==> src/rtl/bf16w_pkg.sv <==
package bf16w_pkg;
  localparam int BF_W        = 16;
  localparam int SP_W        = 32;
  localparam int BF_EXP_W    = 8;
  localparam int BF_FRAC_W   = 7;
  localparam int PAD_W       = SP_W - BF_W;
  localparam logic [SP_W-1:0] SP_CANON_NAN = 32'h7FC0_0000;
  localparam logic [BF_W-1:0] BF_CANON_NAN = 16'h7FC0;

  typedef struct packed {
    logic                 sign;
    logic [BF_EXP_W-1:0]  expo;
    logic [BF_FRAC_W-1:0] frac;
  } bf16_t;

  function automatic logic bf_is_nan(input bf16_t v);
    return (&v.expo) && (|v.frac);
  endfunction

  function automatic logic bf_is_snan(input bf16_t v);
    return bf_is_nan(v) && !v.frac[BF_FRAC_W-1];
  endfunction

  function automatic logic [SP_W-1:0] bf_place(input bf16_t v);
    return {v, {PAD_W{1'b0}}};
  endfunction
endpackage

==> src/rtl/bf16w_unbox.sv <==
module bf16w_unbox
  import bf16w_pkg::*;
#(
  parameter int FLEN = 64
) (
  input  logic [FLEN-1:0] reg_in,
  output bf16_t           op,
  output logic            box_ok
);
  assign box_ok = &reg_in[FLEN-1:BF_W];
  assign op     = box_ok ? bf16_t'(reg_in[BF_W-1:0]) : bf16_t'(BF_CANON_NAN);
endmodule

==> src/rtl/bf16w_classify.sv <==
module bf16w_classify
  import bf16w_pkg::*;
(
  input  bf16_t op,
  output logic  is_nan,
  output logic  is_snan
);
  assign is_nan  = bf_is_nan(op);
  assign is_snan = bf_is_snan(op);
endmodule

==> src/rtl/bf16w_assemble.sv <==
module bf16w_assemble
  import bf16w_pkg::*;
#(
  parameter int FLEN = 64
) (
  input  bf16_t           op,
  input  logic            is_nan,
  output logic [FLEN-1:0] res
);
  localparam int BOX_W = FLEN - SP_W;
  logic [SP_W-1:0] sp;

  assign sp = is_nan ? SP_CANON_NAN : bf_place(op);

  generate
    if (BOX_W > 0) begin : g_box
      assign res = {{BOX_W{1'b1}}, sp};
    end else begin : g_nobox
      assign res = sp;
    end
  endgenerate
endmodule

==> src/rtl/bf16_widen_cvt.sv <==
module bf16_widen_cvt
  import bf16w_pkg::*;
#(
  parameter int FLEN = 64
) (
  input  logic            clk,
  input  logic            rst_n,
  input  logic            in_valid,
  input  logic [FLEN-1:0] in_reg,
  input  logic [2:0]      in_rm,
  output logic            out_valid,
  output logic [FLEN-1:0] out_reg,
  output logic            out_invalid
);
  bf16_t           op_w;
  logic            box_ok_w;
  logic            nan_hit_w;
  logic            snan_hit_w;
  logic [FLEN-1:0] res_w;
  logic            unused_rm;

  assign unused_rm = ^in_rm;

  bf16w_unbox #(.FLEN(FLEN)) u_unbox (
    .reg_in (in_reg),
    .op     (op_w),
    .box_ok (box_ok_w)
  );

  bf16w_classify u_class (
    .op      (op_w),
    .is_nan  (nan_hit_w),
    .is_snan (snan_hit_w)
  );

  bf16w_assemble #(.FLEN(FLEN)) u_asm (
    .op     (op_w),
    .is_nan (nan_hit_w),
    .res    (res_w)
  );

  always_ff @(posedge clk) begin
    if (!rst_n) begin
      out_valid   <= 1'b0;
      out_invalid <= 1'b0;
      out_reg     <= '0;
    end else begin
      out_valid   <= in_valid;
      out_invalid <= in_valid && snan_hit_w;
      if (in_valid) out_reg <= res_w;
    end
  end

  assert_latency_R2: assert property (@(posedge clk) disable iff (!rst_n)
    in_valid |=> out_valid);
  assert_idle_R2: assert property (@(posedge clk) disable iff (!rst_n)
    !in_valid |=> !out_valid);
  assert_flag_qual_R7: assert property (@(posedge clk) disable iff (!rst_n)
    out_invalid |-> out_valid);
  assert_badbox_quiet_R5: assert property (@(posedge clk) disable iff (!rst_n)
    (in_valid && !box_ok_w) |=> (!out_invalid && out_reg[SP_W-1:0] == SP_CANON_NAN));
  assert_nan_canon_R6: assert property (@(posedge clk) disable iff (!rst_n)
    (in_valid && nan_hit_w) |=> (out_reg[SP_W-1:0] == SP_CANON_NAN));
  assert_low_zero_R3: assert property (@(posedge clk) disable iff (!rst_n)
    (in_valid && !nan_hit_w) |=> (out_reg[PAD_W-1:0] == '0));
  assert_hold_R10: assert property (@(posedge clk) disable iff (!rst_n)
    !in_valid |=> $stable(out_reg));

  generate
    if (FLEN > SP_W) begin : g_box_chk
      assert_upper_ones_R8: assert property (@(posedge clk) disable iff (!rst_n)
        out_valid |-> (&out_reg[FLEN-1:SP_W]));
    end
  endgenerate
endmodule

==> config.mk <==
export PLATFORM = sky130hd
export DESIGN_NAME = bf16_widen_cvt
export DESIGN_NICKNAME = d
export VERILOG_FILES = /design/src/rtl/bf16w_pkg.sv /design/src/rtl/bf16w_unbox.sv /design/src/rtl/bf16w_classify.sv /design/src/rtl/bf16w_assemble.sv /design/src/rtl/bf16_widen_cvt.sv
export SDC_FILE = /design/constraint.sdc
export NUM_CORES = 1
export LEC_CHECK = 0
export CAP_MARGIN = 20
export CORE_MARGIN = 8
export CORE_UTILIZATION = 26
export DETAILED_ROUTE_END_ITERATION = 8
export PLACE_DENSITY = 0.76
export SYNTH_ARGS = -nofsm -noshare
export SYNTH_HDL_FRONTEND = slang
export SYNTH_SLANG_ARGS = --single-unit
==> constraint.sdc <==
create_clock -name clk -period 1.4 [get_ports clk]
set_input_delay 0.14 -clock clk [delete_from_list [all_inputs] [get_ports clk]]
set_output_delay 0.14 -clock clk [all_outputs]
set_load 0.005 [all_outputs]
==> flow_results.xml, run 1 <==
<?xml version="1.0" encoding="UTF-8"?>
<metrics>
  <group name="worst_setup_path">
    <metric name="crit_path_cell_trace" unit="">clkdlybuf4s50_1, nor3_2, a211o_1, and4_4, buf_6, a31oi_4</metric>
    <metric name="worst-r2r-cell-count" unit="">2</metric>
    <metric name="crit_slowest_cell" unit="">sky130_fd_sc_hd__clkdlybuf4s50_1</metric>
    <metric name="maximum_cell_stage_delay_along_the_critical_path" unit="ns">0.52</metric>
    <metric name="worst-endpoint-arrival" unit="ns">1.55</metric>
    <metric name="worst-endpoint-required" unit="ns">1.58</metric>
    <metric name="worstSetupEndpointType" unit="">flip-flop</metric>
    <metric name="timing_startpoint_of_the_critical_path" unit="">in_reg[0]</metric>
    <metric name="r2r_slack" unit="ns">0.61</metric>
    <metric name="crit_path_start_kind" unit="">input pin</metric>
    <metric name="crit_end" unit="">out_reg[26]</metric>
    <metric name="worst-setup-path-type" unit="">input pin to flip-flop</metric>
    <metric name="destination_of_the_worst_register_to_register_timing_path" unit="">out_reg[26]</metric>
    <metric name="critical_path.reg2reg.startpoint" unit="">out_reg[26]</metric>
    <metric name="critical_path_peak_fanout" unit="">4</metric>
  </group>
  <group name="global_route">
    <metric name="grt_pass1_wl" unit="microns">7380</metric>
    <metric name="grt_antenna_before_repair" unit="">0</metric>
    <metric name="via_count_of_the_first_global_routing_pass" unit="">1574</metric>
    <metric name="track_usage" unit="">0.123</metric>
    <metric name="largest_net_degree_at_the_start_of_global_routing" unit="">20</metric>
    <metric name="grt_total_ovfl" unit="">0</metric>
  </group>
  <group name="synthesis">
    <metric name="asyncSetResetFlopFracSynth" unit="">0</metric>
    <metric name="yosysMostFrequentCell" unit="">sky130_fd_sc_hd__buf_4</metric>
    <metric name="cell_type_contributing_the_most_total_cell_area_after_synthesis" unit="">sky130_fd_sc_hd__dfxtp_1</metric>
    <metric name="synth_top_area_share" unit="">0.309</metric>
    <metric name="yosys_register_bits" unit="">19</metric>
    <metric name="synth_top_flop_cell" unit="">sky130_fd_sc_hd__dfxtp_1</metric>
    <metric name="synth.yosys.seq_area_share" unit="">0.309</metric>
    <metric name="syn_inst" unit="">156</metric>
    <metric name="synth.lib_cells_used.distinct" unit="">20</metric>
    <metric name="cell_area_after_synthesis" unit="sq mm">0.00123</metric>
    <metric name="syn_avg_cell_area" unit="sq um">7.89</metric>
    <metric name="edff_count_synth" unit="">0</metric>
    <metric name="synth_common_cells" unit="">sky130_fd_sc_hd__buf_4, sky130_fd_sc_hd__nand4_1, sky130_fd_sc_hd__dfxtp_1, sky130_fd_sc_hd__o21ai_0, sky130_fd_sc_hd__nand2_1</metric>
    <metric name="yosys_warning_count" unit="">0</metric>
    <metric name="synth.area.top_cells" unit="">sky130_fd_sc_hd__dfxtp_1, sky130_fd_sc_hd__buf_4, sky130_fd_sc_hd__nand4_1</metric>
  </group>
  <group name="sta">
    <metric name="min_period" unit="ns">1.37</metric>
    <metric name="setup_viol" unit="">0</metric>
    <metric name="timing.final.hold_violations" unit="">0</metric>
    <metric name="fin_setup_tns" unit="ns">0</metric>
    <metric name="finClkSkew" unit="ns">0</metric>
    <metric name="timing_max_transition_violations_final" unit="">0</metric>
    <metric name="timing.fmax" unit="GHz">0.729</metric>
    <metric name="post-route-period-util" unit="">0.980</metric>
  </group>
  <group name="clock_network">
    <metric name="cts-root-to-sink-buffers" unit="">2</metric>
    <metric name="cts_tree" unit="">built</metric>
    <metric name="cts-htree-levels" unit="">1</metric>
    <metric name="clk_pin_slew_worst_paths" unit="ns">0.07</metric>
    <metric name="numClockSinks" unit="">19</metric>
    <metric name="worstSkewPairLatency" unit="ns">0.25</metric>
    <metric name="clock_tree.root_cell" unit="">sky130_fd_sc_hd__clkbuf_8</metric>
    <metric name="cts_buffers" unit="">3</metric>
    <metric name="hold_buffers" unit="">0</metric>
  </group>
  <group name="drt">
    <metric name="final_antenna_net_count" unit="">0</metric>
    <metric name="drt_drc_violations_left" unit="">0</metric>
    <metric name="vias_per_cell" unit="">4.73</metric>
    <metric name="routed_wire_length_per_instance" unit="microns">15.5</metric>
    <metric name="detailedRoute.firstPassIterationCount" unit="">4</metric>
    <metric name="vias" unit="">1457</metric>
    <metric name="dr.first_iter.drc_count" unit="">74</metric>
    <metric name="detail_route.wirelength" unit="microns">4790</metric>
  </group>
  <group name="placement">
    <metric name="portBuffers" unit="">116</metric>
    <metric name="post_place_instance_area" unit="sq mm">0.00225</metric>
    <metric name="finalWeightedCongestion" unit="">0.705</metric>
    <metric name="place_hpwl" unit="microns">3960</metric>
  </group>
  <group name="worst_hold_path">
    <metric name="hold_path.class" unit="">input pin to flip-flop</metric>
    <metric name="timing.hold.worst_path_depth" unit="">3</metric>
  </group>
  <group name="final_layout">
    <metric name="finalCoreUtilization" unit="">0.520</metric>
    <metric name="largest_register_ffs" unit="">17</metric>
    <metric name="post_route_cells_drive_above_1_share" unit="">0.110</metric>
    <metric name="multi_input_comb_area" unit="sq um">592</metric>
    <metric name="antenna_cells" unit="">0</metric>
    <metric name="num-fill-cells" unit="">467</metric>
    <metric name="nets" unit="">325</metric>
    <metric name="layout.cell_area.non_filler" unit="sq mm">0.00241</metric>
    <metric name="seqCellArea" unit="sq um">384</metric>
    <metric name="areaGrowthSynthToFinish" unit="%">95.6</metric>
  </group>
  <group name="floorplan">
    <metric name="io-pin-count" unit="">136</metric>
    <metric name="initial_utilization" unit="">0.266</metric>
    <metric name="die-width" unit="microns">84.8</metric>
    <metric name="placeableCoreArea" unit="sq mm">0.00463</metric>
    <metric name="dieHeight" unit="microns">84.8</metric>
    <metric name="fp-row-count" unit="">25</metric>
    <metric name="die_area" unit="sq mm">0.00719</metric>
  </group>
  <group name="power_and_ir_drop">
    <metric name="worst_ir_drop_vdd" unit="uV">299</metric>
    <metric name="powerDensity" unit="mW/mm^2">577</metric>
    <metric name="power_leakage" unit="nW">1.25</metric>
  </group>
  <group name="run">
    <metric name="max_cap_check_violation_count" unit="">0</metric>
  </group>
  <group name="status">
    <metric name="run_status" unit="">finished clean</metric>
  </group>
</metrics>
-- layer usage --
metal	vias to the layer above	wire, microns	track usage
met1	660	1740	0.125
met3	4	639	0.0618
met2	101	2350	0.215
met5	-	0	0
met4	0	57	0.0388
li1	692	-	-
-- layout by cell type (no fill, tap or decap) --
master                            instances
sky130_fd_sc_hd__a211o_1                  1
sky130_fd_sc_hd__a31oi_1                  5
sky130_fd_sc_hd__a31oi_4                  4
sky130_fd_sc_hd__and2_1                   1
sky130_fd_sc_hd__and4_4                   1
sky130_fd_sc_hd__buf_12                   1
sky130_fd_sc_hd__buf_16                   1
sky130_fd_sc_hd__buf_4                   11
sky130_fd_sc_hd__buf_6                    2
sky130_fd_sc_hd__clkbuf_1                 1
sky130_fd_sc_hd__clkbuf_8                 3
sky130_fd_sc_hd__clkdlybuf4s50_1         25
sky130_fd_sc_hd__conb_1                  16
sky130_fd_sc_hd__dfxtp_1                 18
sky130_fd_sc_hd__dfxtp_4                  1
sky130_fd_sc_hd__dlygate4sd2_1           68
sky130_fd_sc_hd__dlymetal6s2s_1          23
sky130_fd_sc_hd__inv_1                    9
sky130_fd_sc_hd__nand2_1                 10
sky130_fd_sc_hd__nand3_1                  2
sky130_fd_sc_hd__nand3b_1                 2
sky130_fd_sc_hd__nand4_1                 23
sky130_fd_sc_hd__nor2b_1                  1
sky130_fd_sc_hd__nor3_1                   1
sky130_fd_sc_hd__nor3_2                   1
sky130_fd_sc_hd__nor4_1                   3
sky130_fd_sc_hd__nor4_2                   1
sky130_fd_sc_hd__nor4_4                   2
sky130_fd_sc_hd__o21a_1                   1
sky130_fd_sc_hd__o21ai_0                 16
-- layout make-up --
type / count / share of cell area
well taps: 54 / 0.0281
flip-flops and latches: 19 / 0.159
multi-input cells: 91 / 0.246
repair buffers: 131 / 0.534
clock buffers: 4 / 0.0187
inverters: 9 / 0.0140
-- per-stage QoR --
step	cells	hold slack [ns]	worst slack, ns	power [mW]
2_1_floorplan	171	0.217	0.214	0.787
3_3_place_gp	302	0.434	-0.440	1.08
3_5_place_dp	302	0.442	-0.493	1.09
4_1_cts	308	0.400	-0.000519	1.38
5_1_grt	308	0.190	-0.0185	1.47
6_report	308	0.193	0.0285	1.39
-- how the worst min path moves through the flow --
stage	to	start
3_5_place_dp	out_reg[19]	out_reg[19]
4_1_cts	out_invalid	in_reg[18]
2_1_floorplan	out_invalid	in_reg[6]
3_3_place_gp	out_reg[17]	out_reg[17]
5_1_grt	out_reg[27]	in_reg[11]
6_report	out_reg[27]	in_reg[11]
-- where the power goes --
group          total (mW)  internal, mW  switching (mW)
sequential          0.577         0.562          0.0148
clock               0.371         0.202           0.169
combinational       0.443         0.268           0.174
-- cells by family (layout without fill, tap and decap cells) --
| group | after synthesis | after routing | share of synthesized area |
|---|---|---|---|
| buf+inv | 61 | 144 | 0.335 |
| compound gates | 27 | 27 | 0.124 |
| flops | 19 | 19 | 0.309 |
| simple gates | 48 | 48 | 0.229 |
| other cells | 1 | 16 | 0.00305 |
-- worst max-delay path, delay by kind of cell --
kind | cells | cell delay [ns]
and+or+nand+nor | 2 | 0.27
AOI/OAI and AO/OA | 2 | 0.49
buffers and inverters | 2 | 0.65
-- timing repair --
item | 4_1_cts | 5_1_grt
cloned | 2 | 0
gates resized for setup | 77 | 31
buffers inserted | 0 | 0
pin swaps | 16 | 14
endpoints found under the setup margin | 48 | 16
Power figures use the tool's default switching activity.
==> run 2, diff against run 1 <==
--- a/config.mk
+++ b/config.mk
@@ -6,10 +6,13 @@
 export NUM_CORES = 1
 export LEC_CHECK = 0
 export CAP_MARGIN = 20
+export CELL_PAD_IN_SITES_DETAIL_PLACEMENT = 0
+export CELL_PAD_IN_SITES_GLOBAL_PLACEMENT = 1
 export CORE_MARGIN = 8
-export CORE_UTILIZATION = 26
+export CORE_UTILIZATION = 17
 export DETAILED_ROUTE_END_ITERATION = 8
-export PLACE_DENSITY = 0.76
+export HOLD_SLACK_MARGIN = 0.02
+export PLACE_DENSITY_LB_ADDON = 0.1
 export SYNTH_ARGS = -nofsm -noshare
 export SYNTH_HDL_FRONTEND = slang
 export SYNTH_SLANG_ARGS = --single-unit
==> run 2 against run 1 <==
Worst hold slack got worse by 0.022 ns. Critical path depth unchanged. Power up 0.61%. Critical path type unchanged. Design area rose by 1.4%. Sequential cell count unchanged. Maximum frequency grew 1.4%. Critical endpoint is now out_reg[30].
==> flow_results.xml, run 2 (synthesis gave the netlist of run 1 again) <==
<?xml version="1.0" encoding="UTF-8"?>
<metrics>
  <group name="worst_setup_path">
    <metric name="critical_path_peak_fanout" unit="">5</metric>
    <metric name="worst-endpoint-arrival" unit="ns">1.50</metric>
    <metric name="crit_path_start_kind" unit="">input pin</metric>
    <metric name="worstSetupEndpointType" unit="">flip-flop</metric>
    <metric name="worst-r2r-cell-count" unit="">2</metric>
    <metric name="worst-endpoint-required" unit="ns">1.55</metric>
    <metric name="worst-setup-path-type" unit="">input pin to flip-flop</metric>
  </group>
  <group name="clock_network">
    <metric name="hold_buffers" unit="">0</metric>
    <metric name="cts_tree" unit="">built</metric>
    <metric name="numClockSinks" unit="">19</metric>
    <metric name="cts_buffers" unit="">3</metric>
    <metric name="clk_pin_slew_worst_paths" unit="ns">0.08</metric>
    <metric name="post_cts_buffers" unit="">0</metric>
    <metric name="cts-root-to-sink-buffers" unit="">2</metric>
    <metric name="clock_tree.root_cell" unit="">sky130_fd_sc_hd__clkbuf_8</metric>
    <metric name="cts-htree-levels" unit="">1</metric>
    <metric name="worstSkewPairLatency" unit="ns">0.25</metric>
  </group>
  <group name="floorplan">
    <metric name="fp-row-count" unit="">31</metric>
    <metric name="io-pin-count" unit="">136</metric>
    <metric name="die-width" unit="microns">101</metric>
    <metric name="initial_utilization" unit="">0.173</metric>
    <metric name="dieHeight" unit="microns">101</metric>
    <metric name="die_area" unit="sq mm">0.0102</metric>
    <metric name="placeableCoreArea" unit="sq mm">0.00714</metric>
  </group>
  <group name="drt">
    <metric name="dr.first_iter.drc_count" unit="">35</metric>
    <metric name="routed_wire_length_per_instance" unit="microns">13.6</metric>
    <metric name="detail_route.wirelength" unit="microns">4880</metric>
    <metric name="detailedRoute.firstPassIterationCount" unit="">2</metric>
    <metric name="vias" unit="">1415</metric>
    <metric name="final_antenna_net_count" unit="">0</metric>
    <metric name="drt_drc_violations_left" unit="">0</metric>
    <metric name="vias_per_cell" unit="">3.95</metric>
  </group>
  <group name="global_route">
    <metric name="largest_net_degree_at_the_start_of_global_routing" unit="">33</metric>
    <metric name="via_count_of_the_first_global_routing_pass" unit="">1496</metric>
    <metric name="grt_total_ovfl" unit="">0</metric>
    <metric name="track_usage" unit="">0.0896</metric>
    <metric name="grt_pass1_wl" unit="microns">7220</metric>
    <metric name="grt_antenna_before_repair" unit="">1</metric>
  </group>
  <group name="sta">
    <metric name="finClkSkew" unit="ns">0</metric>
    <metric name="hold_ws" unit="ns">0.170</metric>
    <metric name="min_period" unit="ns">1.35</metric>
    <metric name="setup_viol" unit="">0</metric>
    <metric name="timing_max_transition_violations_final" unit="">0</metric>
    <metric name="rsz_0062_raised_after_global_routing" unit="">no</metric>
    <metric name="post-route-period-util" unit="">0.966</metric>
    <metric name="timing.final.hold_violations" unit="">0</metric>
    <metric name="timing.fmax" unit="GHz">0.739</metric>
  </group>
  <group name="power_and_ir_drop">
    <metric name="worst_ir_drop_vdd" unit="uV">256</metric>
    <metric name="powerDensity" unit="mW/mm^2">573</metric>
    <metric name="power_leakage" unit="nW">1.25</metric>
  </group>
  <group name="placement">
    <metric name="place_hpwl" unit="microns">4180</metric>
    <metric name="placed_cells" unit="">352</metric>
    <metric name="portBuffers" unit="">116</metric>
    <metric name="post_place_instance_area" unit="sq mm">0.00234</metric>
    <metric name="finalWeightedCongestion" unit="">0.712</metric>
  </group>
  <group name="final_layout">
    <metric name="layout.cell_area.non_filler" unit="sq mm">0.00244</metric>
    <metric name="finalNonFillerCells" unit="">358</metric>
    <metric name="layout.cells.most_common" unit="">sky130_fd_sc_hd__dlygate4sd2_1</metric>
    <metric name="layout_common_cells" unit="">sky130_fd_sc_hd__dlygate4sd2_1, sky130_fd_sc_hd__clkdlybuf4s50_1, sky130_fd_sc_hd__dlymetal6s2s_1, sky130_fd_sc_hd__nand4_1, sky130_fd_sc_hd__dfxtp_1</metric>
    <metric name="largest_register_ffs" unit="">17</metric>
    <metric name="areaGrowthSynthToFinish" unit="%">98.4</metric>
    <metric name="post_route_cells_drive_above_1_share" unit="">0.116</metric>
    <metric name="nets" unit="">329</metric>
  </group>
  <group name="worst_hold_path">
    <metric name="timing.hold.worst_path_depth" unit="">3</metric>
    <metric name="hold_path.class" unit="">input pin to flip-flop</metric>
  </group>
  <group name="status">
    <metric name="run_status" unit="">finished clean</metric>
  </group>
  <group name="run">
    <metric name="max_cap_check_violation_count" unit="">0</metric>
  </group>
</metrics>
run 2: per-stage QoR:
| stage | total power [mW] | worst slack, ns | utilization | setup TNS [ns] |
|---|---|---|---|---|
| after floorplan | 0.787 | 0.214 | - | 0 |
| after global placement | 1.10 | -0.343 | 0.328 | -5.01 |
| after detailed placement | 1.10 | -0.361 | 0.328 | -5.15 |
| after CTS | 1.44 | 0.00376 | 0.331 | 0 |
| after global routing | 1.48 | 0.00177 | 0.342 | 0 |
| final | 1.40 | 0.0474 | 0.342 | 0 |
run 2: critical path, cell delays in order:
cell                              delay (ns)
sky130_fd_sc_hd__clkdlybuf4s50_1        0.48
sky130_fd_sc_hd__nand4_1                0.09
sky130_fd_sc_hd__nor4_2                 0.28
sky130_fd_sc_hd__and4_4                 0.29
sky130_fd_sc_hd__buf_6                  0.13
sky130_fd_sc_hd__a31oi_1                0.08
run 2: final cells by class:
type,instances,area (sq um)
diodes,1,2.50
clock buffers,3,41.3
clock inverters,1,7.51
fillers,777,4690
inverters,9,33.8
multi-input cells,91,520
flip-flops and latches,19,382
well taps,99,124
repair buffers,135,1330
run 2: layer usage:
metal  share of wire  up-vias  GRT usage
met5               0        -          0
met2            0.45       87      0.150
met4           0.011        0     0.0378
met3            0.16        2     0.0525
met1            0.38      623     0.0881
li1                -      703          -
run 2: power by group:
| group | internal [mW] | leakage (nW) | total (mW) | switching, mW |
|---|---|---|---|---|
| clock | 0.201 | 0.0217 | 0.394 | 0.193 |
| sequential | 0.563 | 0.157 | 0.576 | 0.0129 |
| combinational | 0.273 | 1.07 | 0.430 | 0.156 |
| total | 1.04 | 1.25 | 1.40 | 0.362 |
run 2: repair_timing:
item                       in CTS  in global routing
resized for setup              58                 29
setup endpoints to repair      47                 15
pin swaps                      13                 15
cloned                          1                  0
run 2: final timing paths:
| check | start | to | slack (ns) |
|---|---|---|---|
| setup reg to reg | out_reg[26] | out_reg[26] | 0.76 |
| setup / recovery | in_reg[52] | out_reg[30] | 0.05 |
| hold / removal | in_reg[11] | out_reg[27] | 0.17 |
| hold reg to reg | out_reg[19] | out_reg[19] | 0.46 |
